[config.mk]
export PLATFORM = sky130hd
export DESIGN_NAME = supply_detect_sequencer
export DESIGN_NICKNAME = d
export VERILOG_FILES = /design/src/rtl/supply_detect_sequencer.sv
export SDC_FILE = /design/constraint.sdc
export NUM_CORES = 1
export LEC_CHECK = 0
export BUFFER_PORTS_ARGS = -buffer_cell sky130_fd_sc_hd__buf_4
export CAP_MARGIN = 20
export CORE_AREA = 2 2 39 41
export CTS_CLUSTER_DIAMETER = 30
export CTS_CLUSTER_SIZE = 10
export DETAILED_ROUTE_END_ITERATION = 7
export DIE_AREA = 0 0 41 43
export GPL_ROUTABILITY_DRIVEN = 1
export GPL_TIMING_DRIVEN = 0
export SLEW_MARGIN = 0
export SYNTH_ARGS = -nofsm -noshare
export SYNTH_HDL_FRONTEND = slang
export SYNTH_SLANG_ARGS = --single-unit
[constraint.sdc]
create_clock -name clk -period 1.3 [get_ports clk]
set_input_delay 0.26 -clock clk [delete_from_list [all_inputs] [get_ports clk]]
set_output_delay 0.26 -clock clk [all_outputs]
set_load 0.03 [all_outputs]
[src/rtl/supply_detect_sequencer.sv]
module supply_detect_sequencer #(
  parameter int SETTLE = 4,
  parameter bit SUB_FORCES_HEAVY = 1'b1
) (
  input  logic clk,
  input  logic rst_n,
  input  logic sw_heavy,
  input  logic sw_detect,
  input  logic tick_2hz,
  input  logic main_cmp_low,
  input  logic sub_cmp_low,
  output logic cmp_enable,
  output logic latch_strobe,
  output logic main_low_q,
  output logic sub_low_q,
  output logic heavy_mode
);
  localparam int CW = (SETTLE > 1) ? $clog2(SETTLE) : 1;
  localparam logic [CW-1:0] LAST = CW'(SETTLE - 1);

  logic          busy;
  logic [CW-1:0] cnt;
  logic          hw_trip;
  logic          periodic;
  logic          start;

  assign periodic     = sw_heavy | hw_trip;
  assign start        = !busy && (sw_detect || (tick_2hz && periodic));
  assign cmp_enable   = busy;
  assign latch_strobe = busy && (cnt == LAST);
  assign heavy_mode   = sw_heavy | (SUB_FORCES_HEAVY & hw_trip);

  always_ff @(posedge clk or negedge rst_n) begin
    if (!rst_n) begin
      busy <= 1'b0;
      cnt  <= '0;
    end else if (start) begin
      busy <= 1'b1;
      cnt  <= '0;
    end else if (latch_strobe) begin
      busy <= 1'b0;
      cnt  <= '0;
    end else if (busy) begin
      cnt <= cnt + 1'b1;
    end
  end

  always_ff @(posedge clk or negedge rst_n) begin
    if (!rst_n) begin
      main_low_q <= 1'b0;
      sub_low_q  <= 1'b0;
      hw_trip    <= 1'b0;
    end else if (latch_strobe) begin
      main_low_q <= main_cmp_low;
      sub_low_q  <= sub_cmp_low;
      if (sub_cmp_low)       hw_trip <= 1'b1;
      else if (!main_cmp_low) hw_trip <= 1'b0;
    end
  end

  assert_start_cause_R2: assert property (@(posedge clk) disable iff (!rst_n)
    $rose(cmp_enable) |-> $past(sw_detect || (tick_2hz && periodic)));
  assert_hold_enable_R2: assert property (@(posedge clk) disable iff (!rst_n)
    (cmp_enable && !latch_strobe) |=> cmp_enable);
  assert_drop_after_latch_R3: assert property (@(posedge clk) disable iff (!rst_n)
    latch_strobe |=> !cmp_enable);
  assert_capture_R3: assert property (@(posedge clk) disable iff (!rst_n)
    latch_strobe |=> (main_low_q == $past(main_cmp_low)) && (sub_low_q == $past(sub_cmp_low)));
  assert_results_stable_R3: assert property (@(posedge clk) disable iff (!rst_n)
    !latch_strobe |=> $stable(main_low_q) && $stable(sub_low_q));
  assert_trip_set_R7: assert property (@(posedge clk) disable iff (!rst_n)
    $rose(hw_trip) |-> $past(latch_strobe && sub_cmp_low));
  assert_trip_clear_R8: assert property (@(posedge clk) disable iff (!rst_n)
    $fell(hw_trip) |-> $past(latch_strobe && !main_cmp_low && !sub_cmp_low));
endmodule

==> key figures <==
Route
  • Residual DRC: 0
  • Post-Route WL: 656 um
  • Vias per inst: 4.293
  • Initial drt markers: 1
  • Vias post-DR: 249
  • Drt pass-1 iters: 4
  • DR WL/cell: 11.31 um
  • ANT nets after route: 0

Critical path
  • Data arrival, critical path: 1.06 ns
  • Worst R2R End: sub_low_q$_DFFE_PN0P_
  • R2R Path Start: cnt[0]$_DFFE_PN0P_
  • Data required, critical path: 1.04 ns
  • CP max FO: 2
  • Crit path launch type: flop
  • Worst R2R Path Depth: 4
  • Reg-to-reg slack, setup: 0.11 ns
  • Crit path kind: flop to output port
  • Worst Setup End Kind: output port

CTS
  • Worst-Skew Late Latency: 0.24 ns
  • Root Buffer: clkbuf_4
  • CTS tree: done
  • Inserted Clock Buffers: 3
  • Sink Count: 6
  • Clock Tree Buf Depth: 2
  • CTS H-tree depth: 1
  • Clock-pin slew on the worst setup and hold paths: 0.04 ns

STA
  • Endpoints failing hold: 0
  • Final count of negative-setup-slack endpoints: 1
  • Tcrit/Tclk final: 1.018
  • Unrepaired setup endpoints after global routing: yes
  • Clock skew: 0.0001866 ns
  • Max frequency: 755.6 MHz
  • Relative slew slack: 0.8407
  • Minimum clock period: 1.323 ns
  • Worst-Margin Slew: 0.2390 ns
  • Fin. max-slew vios: 0
  • Final worst setup slack: -0.02339 ns

Floorplan
  • Die area: 1763 um^2
  • Initial Util: 0.1962
  • Die Wd: 41 um
  • # rows: 14
  • I/O Pins: 12
  • Die Span Y: 43 um
  • Core area: 1384 um^2

Yosys
  • Synth Flop Type: dfrtp_1
  • Largest cells by area after synthesis: dfrtp_1 (55%), mux2_4 (11%), ha_1 (4.6%)
  • Syn Inst Count: 21
  • Mapped Area: 271.5 um^2
  • Sequential share of the synthesized area: 0.5530
  • Area share of the largest cell type after synthesis: 0.5530
  • Mapped Avg Cell Area: 12.93 um^2
  • Share of flip-flops with an asynchronous set or reset: 1.000
  • Post-synth EDFFs: 0
  • Yosys reg bits: 6
  • Mapped Nets: 29
  • Yosys cell types: 15
  • Cell with the most instances after synthesis: dfrtp_1
  • Commonest cells post-synth: dfrtp_1 (6), mux2_4 (2)
  • Syn. warnings: 0
  • Yosys top cell by area: dfrtp_1

Worst hold path
  • Hold path depth: 2
  • Hold Path Sink: hw_trip$_DFFE_PN0P_
  • Hold Path Class: input pin to flop
  • Hold path start: sub_cmp_low

Cells and area
  • Layout cells sized above 1: 0.6429
  • N_diodes: 0
  • Final Util: 0.3481
  • Area Overhead vs Synth: 77.42%
  • Final Non-Filler Cells: 58
  • Final net count: 52

GRT
  • Vias in the first global route: 266
  • Initial antenna violation count: 0
  • GRT Total Usage: 0.09375
  • Largest net degree at the start of global routing: 7
  • Grt total ovfl: 0
  • Global-route wire length before repair: 1069 um

Placed design
  • Dpl cells: 48
  • Port bufs: 11
  • Final Wtd Congestion: 0.6755
  • Post-DP HPWL: 431.8 um

Flow run
  • Max-Cap Viols: 0

Pwr
  • Pleak: 0.2323 nW
  • Peak VDD IR: 0.8961 mV
  • Pwr per Cell Area: 2673 nW/um^2

Outcome
  • Failing checks: setup timing
  • Status: complete, but fails checks
[kinds of logic (layout without fill, tap and decap cells)]
family / count (synthesis) / after routing / synth area share
AOI/OAI and AO/OA: 5 / 5 / 0.1382
adders and majority gates: 1 / 1 / 0.04608
buffers and inverters: 1 / 22 / 0.01381
DFF: 6 / 6 / 0.5530
muxes: 2 / 2 / 0.1106
and+or+nand+nor: 6 / 6 / 0.1383
[layout make-up]
class	instances	area (um^2)
Sequential cell	6	150.1
Timing Repair Buffer	18	145.1
Tap cell	16	20.02
Multi-Input combinational cell	14	137.6
Inverter	1	6.256
Clock buffer	3	22.52
Fill cell	148	902.1
[how the worst max path moves through the flow]
stage / slack (ns) / startpoint / depth (start not counted) / endpoint
after floorplan: 0.12 / cnt[0]$_DFFE_PN0P_ / 4 / hw_trip$_DFFE_PN0P_
after global placement: 0.06 / cnt[0]$_DFFE_PN0P_ / 4 / latch_strobe
after detailed placement: 0.05 / cnt[0]$_DFFE_PN0P_ / 4 / latch_strobe
after CTS: -0.03 / cnt[1]$_DFFE_PN0P_ / 4 / latch_strobe
after global routing: -0.07 / cnt[1]$_DFFE_PN0P_ / 4 / latch_strobe
final: -0.02 / cnt[0]$_DFFE_PN0P_ / 4 / latch_strobe
[registers in the layout, indices dropped and copies added (netlist names)]
register    flops
sub_low_q       1
cmp_enable      1
cnt             2
hw_trip         1
main_low_q      1
[critical path, stage by stage (launching register included)]
cell and delay [ns]:
dfrtp_1 0.40, ha_4 0.18, nand2_4 0.08, inv_4 0.03, buf_6 0.12
[cells in the final DEF, fill, tap and decap left out, drive strengths merged]
cell	count
o21ai	1
inv	1
buf	17
nand2	1
or2	1
clkbuf	3
dfrtp	6
a21oi	1
nor2	1
ha	1
nor3b	1
nor2b	1
a32o	1
dlygate4sd3	1
nand3b	1
mux2	2
a31o	1
a22o	1
[per-stage QoR]
stage	setup WS, ns	power, mW	TNS [ns]	hold WS, ns	cell area [um^2]
floorplan	0.1243	0.7398	0	-0.03559	271.5
global placement	0.05711	0.9029	0	0.07205	374.1
detailed placement	0.05254	0.9117	0	0.07462	374.1
CTS	-0.03415	1.271	-0.03415	0.2472	474.2
global route	-0.07088	1.384	-0.07088	0.2485	481.7
finish	-0.02339	1.287	-0.02339	0.2567	481.7
[where the power goes]
group	total [mW]	internal [mW]	switching, mW
logic	0.741	0.417	0.324
clock network	0.170	0.104	0.0655
registers	0.376	0.286	0.0905
total	1.29	0.807	0.480
[timing repair]
action	4_1_cts	5_1_grt
setup buffers	5	1
gates resized for setup	7	0
setup endpoints to repair	2	1
pin swaps	1	1
hold buffers	1	0
hold endpoints to repair	6	0
[metal layers]
layer,routed length (um),GRT usage
met1,325,0.1238
met2,283,0.1250
met3,47,0.03141
met4,0,0.06000
met5,0,0
No activity file was read; power rests on OpenSTA's default activity.
